$ cat config.mk
export PLATFORM = sky130hd
export DESIGN_NAME = updn_ctr
export DESIGN_NICKNAME = d
export VERILOG_FILES = /design/src/rtl/udc_pkg.sv /design/src/rtl/udc_sync.sv /design/src/rtl/udc_ctl.sv /design/src/rtl/udc_core.sv /design/src/rtl/udc_term.sv /design/src/rtl/updn_ctr.sv
export SDC_FILE = /design/constraint.sdc
export NUM_CORES = 1
export LEC_CHECK = 0
export ABC_AREA = 1
export ABC_CLOCK_PERIOD_IN_PS = 1000
export BUFFER_PORTS_ARGS = -buffer_cell sky130_fd_sc_hd__buf_2
export CAP_MARGIN = 10
export CORE_MARGIN = 2
export CORE_UTILIZATION = 30
export DETAILED_ROUTE_END_ITERATION = 7
export GPL_TIMING_DRIVEN = 0
export MAX_ROUTING_LAYER = met4
export SYNTH_ARGS = -nofsm -noshare
export SYNTH_HDL_FRONTEND = slang
export SYNTH_SLANG_ARGS = --single-unit
$ cat constraint.sdc
create_clock -name clk -period 1 [get_ports clk]
set_input_delay 0.1 -clock clk [delete_from_list [all_inputs] [get_ports clk]]
set_output_delay 0.1 -clock clk [all_outputs]
set_load 0.05 [all_outputs]
$ cat src/rtl/udc_pkg.sv
package udc_pkg;

  // Action the counter core applies in one cycle, chosen by priority.
  typedef enum logic [2:0] {
    OP_HOLD  = 3'd0,
    OP_CLEAR = 3'd1,
    OP_LOAD  = 3'd2,
    OP_INC   = 3'd3,
    OP_DEC   = 3'd4
  } udc_op_e;

endpackage

$ cat src/rtl/udc_sync.sv
// Multi-stage synchronizer for a group of independent level inputs.
module udc_sync #(
  parameter int          N      = 2,
  parameter int          STAGES = 2,
  parameter logic [N-1:0] IDLE  = '1
) (
  input  logic         clk,
  input  logic         rst_n,
  input  logic [N-1:0] d_i,
  output logic [N-1:0] q_o
);

  logic [N-1:0] stg_q [STAGES];

  for (genvar g = 0; g < STAGES; g++) begin : g_stage
    if (g == 0) begin : g_first
      always_ff @(posedge clk or negedge rst_n) begin
        if (!rst_n) stg_q[g] <= IDLE;
        else        stg_q[g] <= d_i;
      end
    end else begin : g_next
      always_ff @(posedge clk or negedge rst_n) begin
        if (!rst_n) stg_q[g] <= IDLE;
        else        stg_q[g] <= stg_q[g-1];
      end
    end
  end

  assign q_o = stg_q[STAGES-1];

endmodule

$ cat src/rtl/udc_ctl.sv
// Edge detection of the synchronized count inputs and per-cycle arbitration.
module udc_ctl
  import udc_pkg::*;
(
  input  logic    clk,
  input  logic    rst_n,
  input  logic    up_s_i,
  input  logic    dn_s_i,
  input  logic    clr_i,
  input  logic    load_n_i,
  output udc_op_e op_o
);

  logic up_d_q, dn_d_q;
  logic up_rise, dn_rise;
  logic inc_req, dec_req;

  always_ff @(posedge clk or negedge rst_n) begin
    if (!rst_n) begin
      up_d_q <= 1'b1;
      dn_d_q <= 1'b1;
    end else begin
      up_d_q <= up_s_i;
      dn_d_q <= dn_s_i;
    end
  end

  always_comb begin
    up_rise = up_s_i & ~up_d_q;
    dn_rise = dn_s_i & ~dn_d_q;
    // A count needs the opposite input held high; coincident rises cancel.
    inc_req = up_rise & dn_s_i & ~dn_rise;
    dec_req = dn_rise & up_s_i & ~up_rise;
  end

  always_comb begin
    if (clr_i)          op_o = OP_CLEAR;
    else if (!load_n_i) op_o = OP_LOAD;
    else if (inc_req)   op_o = OP_INC;
    else if (dec_req)   op_o = OP_DEC;
    else                op_o = OP_HOLD;
  end

endmodule

$ cat src/rtl/udc_core.sv
// Count register with next-state logic; the mode is picked at elaboration.
module udc_core
  import udc_pkg::*;
#(
  parameter int WIDTH  = 4,
  parameter bit DECADE = 1'b0
) (
  input  logic             clk,
  input  logic             rst_n,
  input  udc_op_e          op_i,
  input  logic [WIDTH-1:0] data_i,
  output logic [WIDTH-1:0] count_o
);

  localparam int               MODULUS = DECADE ? 10 : (1 << WIDTH);
  localparam logic [WIDTH-1:0] MAXV    = WIDTH'(MODULUS - 1);

  logic [WIDTH-1:0] cnt_q, cnt_d;
  logic [WIDTH-1:0] inc_val, dec_val;
  logic             cnt_en;

  if (DECADE) begin : g_decade
    localparam logic [WIDTH-1:0] MODV = WIDTH'(MODULUS);
    logic [WIDTH-1:0] raw_inc;
    always_comb begin
      raw_inc = cnt_q + 1'b1;
      // Folding by the modulus brings 9 and every illegal state back in range.
      if (raw_inc >= MODV) inc_val = raw_inc - MODV;
      else                 inc_val = raw_inc;
      if (cnt_q == '0 || cnt_q > MAXV) dec_val = MAXV;
      else                             dec_val = cnt_q - 1'b1;
    end
  end else begin : g_binary
    always_comb begin
      inc_val = cnt_q + 1'b1;
      dec_val = cnt_q - 1'b1;
    end
  end

  always_comb begin
    cnt_en = (op_i != OP_HOLD);
    unique case (op_i)
      OP_CLEAR: cnt_d = '0;
      OP_LOAD:  cnt_d = data_i;
      OP_INC:   cnt_d = inc_val;
      OP_DEC:   cnt_d = dec_val;
      default:  cnt_d = cnt_q;
    endcase
  end

  always_ff @(posedge clk or negedge rst_n) begin
    if (!rst_n)      cnt_q <= '0;
    else if (cnt_en) cnt_q <= cnt_d;
  end

  assign count_o = cnt_q;

endmodule

$ cat src/rtl/udc_term.sv
// Terminal-count outputs, gated by the low phase of the matching count input.
module udc_term #(
  parameter int               WIDTH = 4,
  parameter logic [WIDTH-1:0] MAXV  = '1
) (
  input  logic [WIDTH-1:0] count_i,
  input  logic             up_s_i,
  input  logic             dn_s_i,
  output logic             carry_n_o,
  output logic             borrow_n_o
);

  logic at_top, at_zero;

  always_comb begin
    at_top     = (count_i == MAXV);
    at_zero    = (count_i == '0);
    carry_n_o  = ~(at_top  & ~up_s_i);
    borrow_n_o = ~(at_zero & ~dn_s_i);
  end

endmodule

$ cat src/rtl/updn_ctr.sv
module updn_ctr
  import udc_pkg::*;
#(
  parameter int WIDTH       = 4,
  parameter bit DECADE      = 1'b0,
  parameter int SYNC_STAGES = 2
) (
  input  logic             clk,
  input  logic             rst_n,
  input  logic             clr_i,
  input  logic             load_n_i,
  input  logic [WIDTH-1:0] data_i,
  input  logic             up_i,
  input  logic             dn_i,
  output logic [WIDTH-1:0] count_o,
  output logic             carry_n_o,
  output logic             borrow_n_o
);

  localparam int               MODULUS = DECADE ? 10 : (1 << WIDTH);
  localparam logic [WIDTH-1:0] MAXV    = WIDTH'(MODULUS - 1);

  logic [1:0] rst_pipe_q;
  logic       rst_q_n;
  logic [1:0] cnt_in_s;
  logic       up_s, dn_s;
  udc_op_e    op;

  // Reset asserts at once and is released on the clock.
  always_ff @(posedge clk or negedge rst_n) begin
    if (!rst_n) rst_pipe_q <= 2'b00;
    else        rst_pipe_q <= {rst_pipe_q[0], 1'b1};
  end
  assign rst_q_n = rst_pipe_q[1];

  udc_sync #(.N(2), .STAGES(SYNC_STAGES), .IDLE(2'b11)) u_sync (
    .clk   (clk),
    .rst_n (rst_q_n),
    .d_i   ({up_i, dn_i}),
    .q_o   (cnt_in_s)
  );
  assign up_s = cnt_in_s[1];
  assign dn_s = cnt_in_s[0];

  udc_ctl u_ctl (
    .clk      (clk),
    .rst_n    (rst_q_n),
    .up_s_i   (up_s),
    .dn_s_i   (dn_s),
    .clr_i    (clr_i),
    .load_n_i (load_n_i),
    .op_o     (op)
  );

  udc_core #(.WIDTH(WIDTH), .DECADE(DECADE)) u_core (
    .clk     (clk),
    .rst_n   (rst_q_n),
    .op_i    (op),
    .data_i  (data_i),
    .count_o (count_o)
  );

  udc_term #(.WIDTH(WIDTH), .MAXV(MAXV)) u_term (
    .count_i    (count_o),
    .up_s_i     (up_s),
    .dn_s_i     (dn_s),
    .carry_n_o  (carry_n_o),
    .borrow_n_o (borrow_n_o)
  );

endmodule

=== Yosys cells after proc, flatten, opt, wreduce, memory -nomap -nowiden ===
Index checks and enable logic that the tools add are counted.

* Register bits: 12
* Memories kept: 0
* Latch bits: 0
* Bits in writable memories: 0
* Output and inout bits: 6
* Input bits: 10
* Bits in read-only memories: 0

* Order comparisons: 0
* Bitwise operators: 16
* Divide/modulo/power cells: 0
* Reductions and logical operators: 4
* Multiplexer cells: 5
* Multipliers: 0
* Equal/unequal tests: 5
* Shift operators: 0
* Add/sub/neg operators: 2

{| class="wikitable"
|+ Operator list
! cell !! count
|-
| 4-bit case mux with 4 select lines || 1
|-
| 3-bit two-way mux || 4
|-
| 1-bit AND || 8
|-
| 1-bit NOT || 8
|-
| 3-bit by 2-bit == test with 1-bit output, second input constant || 2
|-
| 4-bit by 1-bit adder with 4-bit output, second input constant || 1
|-
| 4-bit == test, second input constant || 1
|-
| 4-bit logical NOT || 1
|-
| 4-bit nonzero test || 1
|-
| 4-bit by 1-bit subtractor with 4-bit output, second input constant || 1
|-
| 3-bit by 1-bit == test with 1-bit output, second input constant || 1
|-
| 3-bit == test, second input constant || 1
|-
| 3-bit nonzero test || 1
|-
| 2-bit AND reduction || 1
|}

=== Longest topological paths before layout ===
Gate-level depths: netlist of the first run.

* Depth after elaboration: 11
* Mapped depth: 11

=== By module ===
Synthesis of the first run repeated with hierarchy kept, for this count alone.

* Cell total of the unflattened synthesis: 80
* Area, all modules: 648.1 um^2

{| class="wikitable"
|+ Modules (own cells, without submodules)
! module !! cells an instance !! sequential area each (um^2) !! instances !! area each (um^2)
|-
| udc_core || 47 || 100.1 || 1 || 326.6
|-
| udc_sync || 6 || 105.1 || 1 || 120.1
|-
| udc_ctl || 15 || 52.6 || 1 || 112.6
|-
| updn_ctr || 3 || 50.0 || 1 || 53.8
|-
| udc_term || 9 || 0.0 || 1 || 35.0
|}

=== Least setup slack after synthesis of the first run ===
OpenSTA, ideal clock, no wires.

* Path kind: register to register
* From: register u_sync.stg_q, in the netlist u_sync.q_o[0]
* To: register u_core.cnt_q[3] (netlist: u_core.count_o[3])
* Cell stages (with the launch flop): 10
* Arrival: 1.594 ns
* Slack: -0.724 ns
* Clock period less this slack: 1.724 ns
* Cells stage by stage: dfstp_2 nand4_2 nor2_2 ha_1 nand3_1 nand3_1 nand2_1 nand2_1 nand2_1 nand4_1

* Word-level cells in the longest chain between the ends: 10
* Elaborated cells on any way between the ends: 18
* Those cells by class: 4 x eq/ne; 5 x mux; 6 x bitwise; 3 x reduce/logical

{| class="wikitable"
|+ Ends and longest elaborated chain
! item !! line !! RTL
|-
| from (decl) || udc_sync.sv:13 || <nowiki>logic [N-1:0] stg_q [STAGES];</nowiki>
|-
| from (signal, indexed assignment) || udc_sync.sv:24 || <nowiki>else stg_q[g] <= stg_q[g-1];</nowiki>
|-
| 1-bit AND || udc_ctl.sv:30 || <nowiki>dn_rise = dn_s_i & ~dn_d_q;</nowiki>
|-
| 1-bit AND (2 in a row) || udc_ctl.sv:33 || <nowiki>dec_req = dn_rise & up_s_i & ~up_rise;</nowiki>
|-
| 3-bit two-way mux || udc_ctl.sv:40 || <nowiki>else if (dec_req) op_o = OP_DEC;</nowiki>
|-
| 3-bit two-way mux * || udc_ctl.sv:39 || <nowiki>else if (inc_req) op_o = OP_INC;</nowiki>
|-
| 3-bit two-way mux * || udc_ctl.sv:38 || <nowiki>else if (!load_n_i) op_o = OP_LOAD;</nowiki>
|-
| 3-bit two-way mux * || udc_ctl.sv:37 || <nowiki>if (clr_i) op_o = OP_CLEAR;</nowiki>
|-
| 3-bit by 1-bit == test with 1-bit output, or another cell as far along || udc_core.sv:42 || <nowiki>unique case (op_i)</nowiki>
|-
| 4-bit nonzero test (no source line) || n/a ||
|-
| 2-bit AND reduction (no source line) || n/a ||
|-
| to (signal assigned) || udc_core.sv:53 || <nowiki>else if (cnt_en) cnt_q <= cnt_d;</nowiki>
|-
| to (decl) || udc_core.sv:18 || <nowiki>logic [WIDTH-1:0] cnt_q, cnt_d;</nowiki>
|}

Every way passes the cells marked *; elsewhere a longest branch is shown, timed or not.
A chain may end at the register's enable or synchronous reset.

=== Worst setup path in the final report of the first run ===
* From: register u_ctl.up_d_q
* To: register u_core.cnt_q[1] (netlist: u_core.count_o[1])

* Word-level cells in the longest chain between the ends: 11
* Elaborated cells on any way between the ends: 18
* Those cells by class: 4 x eq/ne; 5 x mux; 6 x bitwise; 3 x reduce/logical

{| class="wikitable"
|+ Ends and longest elaborated chain
! item !! line !! RTL
|-
| from (decl) || udc_ctl.sv:14 || <nowiki>logic up_d_q, dn_d_q;</nowiki>
|-
| from (signal assigned) || udc_ctl.sv:23 || <nowiki>up_d_q <= up_s_i;</nowiki>
|-
| 1-bit NOT * || udc_ctl.sv:29 || <nowiki>up_rise = up_s_i & ~up_d_q;</nowiki>
|-
| 1-bit AND * || udc_ctl.sv:29 ||
|-
| 1-bit NOT || udc_ctl.sv:33 ||
|-
| 1-bit AND || udc_ctl.sv:33 ||
|-
| 3-bit two-way mux || udc_ctl.sv:40 ||
|-
| 3-bit two-way mux * || udc_ctl.sv:39 ||
|-
| 3-bit two-way mux * || udc_ctl.sv:38 ||
|-
| 3-bit two-way mux * || udc_ctl.sv:37 ||
|-
| 3-bit by 1-bit == test with 1-bit output, or another cell as far along || udc_core.sv:42 ||
|-
| 4-bit nonzero test (no source line) || n/a ||
|-
| 2-bit AND reduction (no source line) || n/a ||
|}

Marked as above.

==> results of run 1 <==
[per-stage QoR]
stage / util [%] / power, mW / instance area (µm²) / hold slack (ps)
6_report: 51.12 / 1.106 / 972.2 / 69.00
5_1_grt: 51.12 / 1.170 / 972.2 / 69.09
4_1_cts: 45.33 / 1.083 / 862.1 / 55.97
3_5_place_dp: 38.62 / 0.7389 / 734.5 / -113.2
3_3_place_gp: 38.62 / 0.7361 / 734.5 / -115.1
2_1_floorplan: - / 0.6826 / 625.6 / -195.6
[layout make-up]
cell class	count	area, µm²
Fill cell	176	929.6
Tap cell	27	33.78
Multi-Input combinational cell	42	340.3
Sequential cell	12	312.8
Timing Repair Buffer	28	232.7
Inverter	7	26.28
Clock buffer	4	26.28
[sequential cells by signal (all words and copies together) (netlist names)]
name            flops
rst_pipe_q          2
u_sync.stg_q        2
u_ctl.dn_d_q        1
u_sync.q_o          2
u_ctl.up_d_q        1
u_core.count_o      4
[final timing paths]
path / endpoint / slack, ps / cells after the start
max: u_core.count_o[1] / -710 / 6
min reg2reg: u_core.count_o[1] / 150 / 0
max reg2reg: u_core.count_o[1] / -710 / 6
min in group asynchronous: u_core.count_o[1] / 150 / 0
max in group asynchronous: u_ctl.dn_d_q / 540 / 0
min: u_core.count_o[2] / 70 / 3
[kinds of logic after synthesis]
kind of cell               count (synthesis)  share of synthesized area (%)
AOI/OAI and AO/OA                          2                          2.325
xor gates and xnor gates                   1                          1.480
adders and majority gates                  3                          7.610
buffers and inverters                      7                          4.439
DFF                                       12                          52.01
other                                      1                         0.6336
and+or+nand+nor                           35                          31.50
[per-layer routing]
layer | share of wire (%) | routed length (µm) | vias to the layer above | GRT usage [%]
li1 | - | - | 268 | -
met2 | 57 | 766 | 11 | 19.68
met1 | 40 | 535 | 259 | 11.98
met4 | 0.60 | 8 | 0 | 7.143
met3 | 2.4 | 32 | 2 | 0.9259
met5 | 0 | 0 | - | -
[Yosys cell counts]
master    n  area share [%]
fa_1      1             3.4
a21oi_1   1            0.84
nor2_4    1             1.9
xor2_1    1             1.5
nand2_4   1             1.9
inv_2     3             1.9
nor3_1    1            0.84
dfstp_2   6              27
nand2_1  12             7.6
inv_1     4             2.5
ha_1      2             4.2
dfrtp_1   6              25
conb_1    1            0.63
nand4_1   6             6.3
a21oi_2   1             1.5
nand3_1   8             6.8
nor2_2    2             2.1
nor2_1    3             1.9
nand4_2   1             2.1
[where the power goes]
part / internal, mW / switching, mW / total [mW]
Sequential: 0.525 / 0.0396 / 0.564
Combinational: 0.114 / 0.136 / 0.250
Clock: 0.154 / 0.138 / 0.292
Total: 0.793 / 0.314 / 1.11
[timing repair]
action,in CTS,in global routing
hold buffers,3,0
cloned,0,0
setup buffers,3,7
pin swaps,3,14
setup endpoints to repair,10,10
endpoints found under the hold margin,4,0
resized for setup,15,13
[layout by cell type, fill, tap and decap left out, types with 4 or more instances in the layout]
cell type,n
nand3_2,4
nand3_1,4
buf_6,6
nand4_1,6
dfstp_2,6
dfrtp_2,4
buf_2,9
buf_4,8
nand2_1,9
inv_1,4
[tightest hold or removal path, cell delays in order]
cell and delay (ps):
buf_2 80, nand2_1 50, nand3_1 70
==> results by group, run 1 <==
Status
  • Status: finished, violations left
  • Failing checks: setup timing

Power and ir drop
  • Worst vdd ir: ~840 µV
  • Power Dens Cells: between 1000 and 1500 mW/mm²
  • Leakage: 0.4468 nW

Yosys
  • Mapped Avg Cell Area: ~9.7 µm²
  • Synth warn: 0
  • Net count after synthesis: 74
  • Synthesis-stage register bit count: 12
  • Post-synthesis sequential area ratio: about 52%
  • Mapped cell area: 591.8 µm²
  • Cells after Synth: just over 60
  • Cell variety after synth: 19

Floorplanning
  • Starting density of the core: a little under a third
  • I/O Pins: 16
  • Core Footprint: 0.001902 mm²
  • Die area: around 0.0023 mm²
  • Die width: between 40 and 50 µm
  • Die Ht: 48.42 µm
  • Row count: 16

Detailed routing
  • TritonRoute pass-1 iters: 4
  • Via Count: 540
  • Routed len/inst: 11.19 µm
  • Post-route DRC violation count: 0
  • Detailed Route WL: 1343 µm
  • Routed vias/inst: about 4.5
  • Drt initial violations: 6
  • Final antenna-violating net count: 0

Hold path
  • Hold Path Class: primary input to register
  • Hold Startpoint: data_i[2]

Setup path
  • Crit-path cells: nand4_4 -> nor2_4 -> buf_4 -> fa_1 -> nand2_1 -> nand3_1
  • Crit path max fanout: 4
  • Crit-path slowest cell: dfstp_2
  • CP Class: register to register
  • Worst reg2reg startpoint: u_ctl.up_d_q
  • Worst path max stage delay: approximately 560 ps
  • Arrival time worst endpoint: between 1500 and 2000 ps
  • Critical path origin: u_ctl.up_d_q
  • Worst Path Required: between 1000 and 1500 ps
  • CP startpoint kind: register
  • Crit end category: register
  • WP buf/inv: 1
  • Crit-path leading delay family: flip-flops

Clock tree
  • Clock Latency Late Sink: ~260 ps
  • Clk pin slew, worst setup/hold paths: roughly 70 ps
  • Largest buffer count on any clock path: 2
  • CTS H-tree depth: 1
  • CTS Buf Count: 3
  • # clock sinks: 12
  • Clock root buffer: clkbuf_4
  • CTS tree: built

Timing
  • Slew Viols, Final: 0
  • Setup TNS: -3252 ps
  • Final Setup Violations: 10
  • Final Hold Fails: 0
  • Clock Skews: 8.156 ps
  • Max frequency: a little under 600 MHz
  • Period utilisation layout: 170.7%
  • RSZ-0062 raised after global routing: yes
  • Post-layout minimum cycle time: about 1700 ps
  • Setup WS post-layout: -707.3 ps

GRT
  • Initial antenna violation count: 0
  • Global route overflow: 0
  • Vias in the first global route: roughly 500
  • All-Layer GR Usage: between 10 and 15%
  • First-pass GRT wire length: 1987 µm
  • Largest net degree at the start of global routing: 11

Placement
  • Port Buffers: 15
  • GPL Wtd Cong: a little under 0.8
  • Pre-CTS WS: -746.2 ps
  • Post-Place Cells: just over 100
  • Detailed Place HPWL: between 800 and 900 µm

Final layout
  • Fraction of layout cells with a size suffix above 1: a little over 60%
  • Diode count: 0
  • Final nets: about 110
  • Post-Layout Cell Count: 120
  • Area grow syn2layout: 64.27%

Run
  • Maxcap violations: 0
Note: power is estimated with default switching activity, not from simulation.
==> run 2, diff against run 1 <==
- ABC_AREA: 1 -> unset
==> run 2 against run 1 <==
Compared with the run above: the run still ends with setup timing left; via count down 9.4%; non-clock buffer count unchanged; wire length up 2.2%; count of clock-buffer cells in the layout unchanged; combinational power up 110%; utilization down 2.7 points; sequential power up 6.9%; die area up 0.19%; critical path depth up 1; maximum frequency down 15%; critical path type unchanged; highest routed layer unchanged.
==> results by group, run 2 <==
Status
  • Status: finished, violations left (unchanged)
  • Failing checks: setup timing (unchanged)

Timing
  • Final Setup Violations: 9 (was 10)
  • Clock Skews: 5.762 ps (was 8.156 ps)
  • Max frequency: 495.0 MHz (was 585.7 MHz)
  • Post-layout minimum cycle time: 2020 ps (was 1707 ps)
  • Slew Viols, Final: 0 (unchanged)
  • Final Hold Fails: 0 (unchanged)
  • Setup TNS: -4051 ps (was -3252 ps)
  • Setup WS post-layout: -1020 ps (was -707.3 ps)
  • RSZ-0062 raised after global routing: yes (unchanged)
  • Period utilisation layout: 202.0% (was 170.7%)

Yosys
  • Post-synth EDFFs: 0 (unchanged)
  • Top post-synthesis cells by area: dfstp_2 27%, dfrtp_1 25%, and2b_4 5.1% (was dfstp_2 27%, dfrtp_1 25%, nand2_1 7.6%)
  • Synth cell count leaders: 6 x dfrtp_1, 6 x dfstp_2 (was 12 x nand2_1, 8 x nand3_1, 6 x dfrtp_1, 6 x dfstp_2, 6 x nand4_1)
  • Share of the synthesized area in the top cell type: 26.58% (was 26.64%)
  • Primary FF master, synth: dfstp_2 (unchanged)
  • Mapped cell area: 593.1 µm² (was 591.8 µm²)
  • Mapped Avg Cell Area: 11.63 µm² (was 9.702 µm²)
  • Post-synthesis sequential area ratio: 51.90% (was 52.01%)
  • Cell variety after synth: 28 (was 19)
  • Synth warn: 0 (unchanged)
  • Cells after Synth: 51 (was 61)
  • Net count after synthesis: 64 (was 74)
  • Synth async-reset ratio: 100.0% (unchanged)
  • Post-synth top area cell: dfstp_2 (unchanged)
  • Synthesis-stage register bit count: 12 (unchanged)

Setup path
  • Crit path max fanout: 3 (was 4)
  • Worst reg2reg startpoint: u_sync.q_o[1] (was u_ctl.up_d_q)
  • CP startpoint kind: register (unchanged)
  • Critical path origin: u_sync.q_o[1] (was u_ctl.up_d_q)
  • Worst Path Required: 1140 ps (about the same)
  • R2r endpoint: u_core.count_o[3] (was u_core.count_o[1])
  • Arrival time worst endpoint: 2160 ps (was 1850 ps)
  • CP Class: register to register (unchanged)
  • R2r setup slk: -1020 ps (was -710 ps)
  • Crit end category: register (unchanged)
  • Worst r2r path cells: 7 (was 6)

Floorplanning
  • Die Ht: 48.46 µm (was 48.42 µm)
  • Core Footprint: 0.001922 mm² (was 0.001902 mm²)
  • Starting density of the core: 30.86% (was 31.12%)
  • Die area: 0.002348 mm² (was 0.002344 mm²)
  • Row count: 16 (unchanged)
  • I/O Pins: 16 (unchanged)
  • Die width: 48.46 µm (was 48.42 µm)

Detailed routing
  • Detailed Route WL: 1373 µm (was 1343 µm)
  • Final antenna-violating net count: 0 (unchanged)
  • Routed len/inst: 12.71 µm (was 11.19 µm)
  • TritonRoute pass-1 iters: 4 (unchanged)
  • Post-route DRC violation count: 0 (unchanged)
  • Routed vias/inst: 4.528 (was 4.500)
  • Via Count: 489 (was 540)
  • Drt initial violations: 5 (was 6)

Clock tree
  • Clock root buffer: clkbuf_4 (unchanged)
  • CTS H-tree depth: 1 (unchanged)
  • CTS tree: built (unchanged)
  • Clock Latency Late Sink: 260 ps (about the same)
  • CTS Buf Count: 3 (unchanged)
  • Clk pin slew, worst setup/hold paths: 70 ps (about the same)
  • Largest buffer count on any clock path: 2 (unchanged)
  • # clock sinks: 12 (unchanged)

Hold path
  • Hold endpoint: u_core.count_o[2] (unchanged)
  • WHS Path Cells: 2 (was 3)
  • Hold Path Class: primary input to register (unchanged)
  • Hold Startpoint: clr_i (was data_i[2])

Final layout
  • Area grow syn2layout: 56.75% (was 64.27%)
  • Post-Layout Cell Count: 108 (was 120)
  • Diode count: 0 (unchanged)
  • Fin util: 48.37% (was 51.12%)
  • Max FFs per register: 4 (unchanged)
  • Most frequent cells in the layout: 8 x buf_2, 8 x buf_4, 7 x buf_6, 6 x dfstp_2, 4 x dfrtp_1 (was 9 x nand2_1, 9 x buf_2, 8 x buf_4)
  • Fraction of layout cells with a size suffix above 1: 58.02% (was 62.37%)
  • Layout fillers: 184 (was 176)
  • Final nets: 95 (was 107)

GRT
  • First-pass GRT wire length: 2076 µm (was 1987 µm)
  • Largest net degree at the start of global routing: 11 (unchanged)
  • Vias in the first global route: 468 (was 505)
  • Initial antenna violation count: 0 (unchanged)
  • Global route overflow: 0 (unchanged)
  • All-Layer GR Usage: 12.08% (was 11.11%)

Power and ir drop
  • Worst vdd ir: 919.3 µV (was 836.2 µV)
  • Int Pwr: 945.7 µW (was 792.6 µW)
  • Switching share of power: 32.75% (was 28.37%)
  • Logic pwr share: 36.7% (was 22.6%)
  • Power Dens Cells: 1513 mW/mm² (was 1138 mW/mm²)
  • Leakage: 0.4187 nW (was 0.4468 nW)
  • Switching power: 460.6 µW (was 313.9 µW)
  • Seq pwr share: 42.9% (was 51.0%)
  • Clock Power Share: 20.4% (was 26.4%)

Placement
  • GPL Wtd Cong: 0.7787 (was 0.7743)
  • Post-Place Cells: 92 (was 103)
  • Port Buffers: 14 (was 15)

Run
  • Maxcap violations: 0 (unchanged)
[run 2: changes by cell type after synthesis, sizes merged, moves of 2 or more]
| cell | previous run | this run |
|---|---|---|
| xnor2 | 0 | 2 |
| nand2 | 13 | 2 |
| nand3 | 8 | 1 |
| a31oi | 0 | 3 |
| buf | 0 | 2 |
| inv | 7 | 1 |
| o22ai | 0 | 3 |
| a21o | 0 | 2 |
| and2b | 0 | 3 |
| nand4 | 7 | 1 |
| nor2 | 6 | 3 |
[run 2: how the worst max path moves through the flow]
stage / endpoint / slack (ps) / cells past startpoint
floorplan: u_core.count_o[3] / -950 / 7
detailed placement: u_core.count_o[3] / -1150 / 7
finish: u_core.count_o[3] / -1020 / 7
CTS: u_core.count_o[3] / -990 / 7
global route: u_core.count_o[3] / -1180 / 7
global placement: u_core.count_o[3] / -1100 / 7
[run 2: worst max-delay path: stages (launching register included)]
cell and delay (ps):
dfstp_2 540, nand4b_1 170, nor3b_4 260, ha_1 270, a21o_1 170, a21oi_2 190
mux2i_1 200, a22oi_1 100
[run 2: logic make-up (layout without fill, tap and decap cells)]
| group | count (synthesis) | count (layout) | synth area share [%] |
|---|---|---|---|
| and+or+nand+nor | 16 | 16 | 17.30 |
| AOI/OAI and AO/OA | 13 | 13 | 14.56 |
| DFF | 12 | 12 | 51.90 |
| adders and majority gates | 3 | 3 | 7.594 |
| buffers and inverters | 3 | 33 | 3.374 |
| xor gates and xnor gates | 2 | 2 | 2.954 |
| other | 1 | 1 | 0.6323 |
| muxes | 1 | 1 | 1.688 |
[run 2: power by group through the flow]
| stage | clock, mW | sequential [mW] | combinational [mW] |
|---|---|---|---|
| after CTS | 0.307 | 0.601 | 0.496 |
| final | 0.287 | 0.603 | 0.516 |
| after global placement | 0 | 0.612 | 0.337 |
| after detailed placement | 0 | 0.612 | 0.338 |
| after global routing | 0.338 | 0.608 | 0.546 |
| after floorplan | 0 | 0.695 | 0.165 |
[run 2: final cells by class]
type / instances / area [µm²] / area share (%)
Inverter: 1 / 3.754 / 0.4038
Timing Repair Buffer: 27 / 227.7 / 24.50
Sequential cell: 12 / 310.3 / 33.38
Buffer: 1 / 11.26 / 1.211
Multi-Input combinational cell: 36 / 316.6 / 34.05
Clock buffer: 4 / 26.28 / 2.826
Tap cell: 27 / 33.78 / 3.634
[run 2: routing by layer]
metal | vias to the layer above | GRT usage [%] | wire, µm
met2 | 10 | 19.68 | 721
li1 | 245 | - | -
met5 | - | - | 0
met1 | 232 | 14.03 | 597
met4 | 0 | 5.714 | 27
met3 | 2 | 3.086 | 27
[run 2: what timing repair did]
| item | in CTS | in global routing |
|---|---|---|
| gates resized for setup | 23 | 3 |
| endpoints found under the setup margin | 10 | 10 |
| buffers inserted | 8 | 2 |
| pin swaps | 9 | 1 |
| hold buffers | 3 | 0 |
| hold endpoints to repair | 4 | 0 |
[run 2: metrics by stage]
step	instance area [µm²]	hold WS [ps]	power [mW]	worst slack, ps
floorplan	603.1	-195.6	0.8598	-949.9
global placement	706.9	-114.6	0.9489	-1104
detailed placement	706.9	-114.4	0.9499	-1149
CTS	900.9	114.1	1.404	-988.6
global route	929.6	121.5	1.492	-1179
finish	929.6	128.2	1.406	-1020
==> run 3, diff against run 2 <==
- CORE_AREA: unset -> 2 2 39 41
- CORE_MARGIN: 2 -> unset
- CORE_UTILIZATION: 30 -> unset
- DIE_AREA: unset -> 0 0 41 43
- PLACE_DENSITY: unset -> 0.69
==> run 3 against run 2 <==
Compared with the run above: the flow still finishes with violations (setup timing); total power up 3.5%; worst setup slack better by 27 ps; cell count down 11%; utilization up 16 points; non-clock buffer count down 1; final area down 4.2%; sequential share of layout area up 1.7 points; combinational power down 4.3%; first-iteration DRC count down 60%; wire length down 18%; via count down 3.3%; critical path depth unchanged; critical path type unchanged; largest cell class is now flip-flops and latches; highest routed layer is now met3.
==> results by group, run 3 (same netlist as run 2, synthesis figures left out) <==
Setup path
  • R2r setup slk: -990 ps (was -1020 ps)
  • CP Class: register to register (unchanged)
  • Crit path max fanout: 3 (unchanged)
  • Crit-path slowest cell: dfstp_2 (unchanged)
  • Arrival time worst endpoint: 2130 ps (was 2160 ps)
  • Worst Path Required: 1140 ps (about the same)
  • Worst path max stage delay: 530 ps (was 540 ps)
  • Crit-path leading delay family: flip-flops (unchanged)
  • WP buf/inv: 0 (unchanged)
  • Crit-path cells: nand4b_1 -> nor3b_4 -> ha_1 -> a21o_1 -> a21oi_2 -> mux2i_1 -> a22oi_1 (unchanged)
  • CP startpoint kind: register (unchanged)
  • Crit end category: register (unchanged)

Run
  • Maxcap violations: 0 (unchanged)

Final layout
  • Register area: 312.8 µm² (was 310.3 µm²)
  • Max FFs per register: 4 (unchanged)
  • Fraction of layout cells with a size suffix above 1: 55.00% (was 58.02%)
  • Layout fillers: 116 (was 184)
  • Area grow syn2layout: 50.21% (was 56.75%)
  • Fin util: 64.38% (was 48.37%)
  • Commonest non-fill, non-tap cell in the layout: buf_2
  • Most frequent cells in the layout: 9 x buf_2, 8 x buf_6, 6 x buf_4, 6 x dfstp_2, 4 x dfrtp_2 (was 8 x buf_2, 8 x buf_4, 7 x buf_6, 6 x dfstp_2, 4 x dfrtp_1)
  • Final nets: 94 (was 95)
  • Multi-input combinational cell area: 292.8 µm² (was 316.6 µm²)
  • Diode count: 0 (unchanged)
  • Post-Layout Cell Count: 96 (was 108)

GRT
  • Largest net degree at the start of global routing: 11 (unchanged)
  • All-Layer GR Usage: 15.41% (was 12.08%)
  • Initial antenna violation count: 0 (unchanged)
  • Global route overflow: 0 (unchanged)
  • First-pass GRT wire length: 1738 µm (was 2076 µm)
  • Vias in the first global route: 437 (was 468)

Hold path
  • Hold Path Class: primary input to register (unchanged)

Floorplanning
  • Die width: 41 µm (was 48.46 µm)
  • Die area: 0.001763 mm² (was 0.002348 mm²)
  • Row count: 14 (was 16)
  • Die Ht: 43 µm (was 48.46 µm)
  • I/O Pins: 16 (unchanged)
  • Core Footprint: 0.001384 mm² (was 0.001922 mm²)
  • Starting density of the core: 42.86% (was 30.86%)

Timing
  • Final Setup Violations: 7 (was 9)
  • Setup WS post-layout: -993.3 ps (was -1020 ps)
  • Clock Skews: 1.267 ps (was 5.762 ps)
  • RSZ-0062 raised after global routing: yes (unchanged)
  • Post-layout minimum cycle time: 1993 ps (was 2020 ps)
  • Max frequency: 501.7 MHz (was 495.0 MHz)
  • Slew Viols, Final: 0 (unchanged)
  • Final Hold Fails: 0 (unchanged)
  • Period utilisation layout: 199.3% (was 202.0%)

Clock tree
  • # clock sinks: 12 (unchanged)
  • CTS tree: built (unchanged)
  • Largest buffer count on any clock path: 2 (unchanged)
  • Clock root buffer: clkbuf_4 (unchanged)
  • Clk pin slew, worst setup/hold paths: 70 ps (about the same)
  • CTS H-tree depth: 1 (unchanged)
  • CTS Buf Count: 3 (unchanged)
  • Clock Latency Late Sink: 260 ps (about the same)

Status
  • Failing checks: setup timing (unchanged)
  • Status: finished, violations left (unchanged)

Placement
  • Pre-CTS WS: -1130 ps (was -1149 ps)
  • Post-Place Cells: 81 (was 92)
  • GPL Wtd Cong: 0.6752 (was 0.7787)
  • Port Buffers: 14 (unchanged)
  • Detailed Place HPWL: 806.7 µm

Power and ir drop
  • Final Power: 1.455 mW (was 1.406 mW)
  • Worst vdd ir: 1059 µV (was 919.3 µV)
  • Leakage: 0.4119 nW (was 0.4187 nW)
  • Power Dens Cells: 1634 mW/mm² (was 1513 mW/mm²)

Detailed routing
  • Routed len/inst: 11.72 µm (was 12.71 µm)
  • TritonRoute pass-1 iters: 3 (was 4)
  • Post-route DRC violation count: 0 (unchanged)
  • Final antenna-violating net count: 0 (unchanged)
  • Detailed Route WL: 1125 µm (was 1373 µm)
  • Via Count: 473 (was 489)
  • Routed vias/inst: 4.927 (was 4.528)
  • Drt initial violations: 2 (was 5)
## run 3: per-stage QoR
step / TNS (ps) / cell area (µm²) / hold WS [ps]
after detailed placement: -3183 / 693.2 / -108.7
final: -3754 / 890.9 / 113.7
after global placement: -3146 / 693.2 / -114.6
after global routing: -4463 / 890.9 / 109.6
after CTS: -3742 / 863.3 / 107.4
after floorplan: -3192 / 603.1 / -195.6
## run 3: repair_timing
item	in CTS	in global routing
gates resized for setup	16	4
endpoints found under the setup margin	10	10
hold buffers	3	0
pin swaps	6	1
endpoints found under the hold margin	4	0
buffers inserted	6	2
## run 3: cell type report
cell class                 instances  share of cell area [%]
buffer                             2                   1.826
clock buffer                       4                   4.073
sequential                        12                   35.11
tap                               16                   2.247
inverter                           1                  0.4213
timing repair buffer              25                   23.46
multi-input combinational         36                   32.87
## run 3: routing by layer
metal | global-route usage, % | part of all wire (%)
met1 | 15.36 | 42
met3 | 1.571 | 2.3
met4 | 8.000 | 0
met2 | 27.19 | 56
met5 | - | 0
## run 3: worst register-to-register path: cells and delay by family (launching register included)
kind / cells / cell delay, ps
AOI/OAI and AO/OA: 3 / 450
muxes: 1 / 200
and+or+nand+nor: 2 / 420
adders and majority gates: 1 / 270
DFF: 1 / 530
## run 3: worst paths after layout
| path | startpoint | end | depth (start not counted) |
|---|---|---|---|
| hold / removal | clr_i | u_core.count_o[1] | 2 |
| setup reg to reg | u_sync.q_o[0] | u_core.count_o[3] | 7 |
| max in group asynchronous | rst_pipe_q[1] | u_sync.q_o[0] | 0 |
| setup / recovery | u_sync.q_o[0] | u_core.count_o[3] | 7 |
| min in group asynchronous | rst_n | rst_pipe_q[1] | 2 |
| hold reg to reg | rst_pipe_q[1] | u_core.count_o[3] | 0 |
## run 3: where the power goes
group	leakage [nW]	internal (mW)	total, mW	switching [mW]
clock network	0.0210	0.221	0.361	0.140
registers	0.133	0.545	0.601	0.0561
logic	0.258	0.244	0.494	0.250
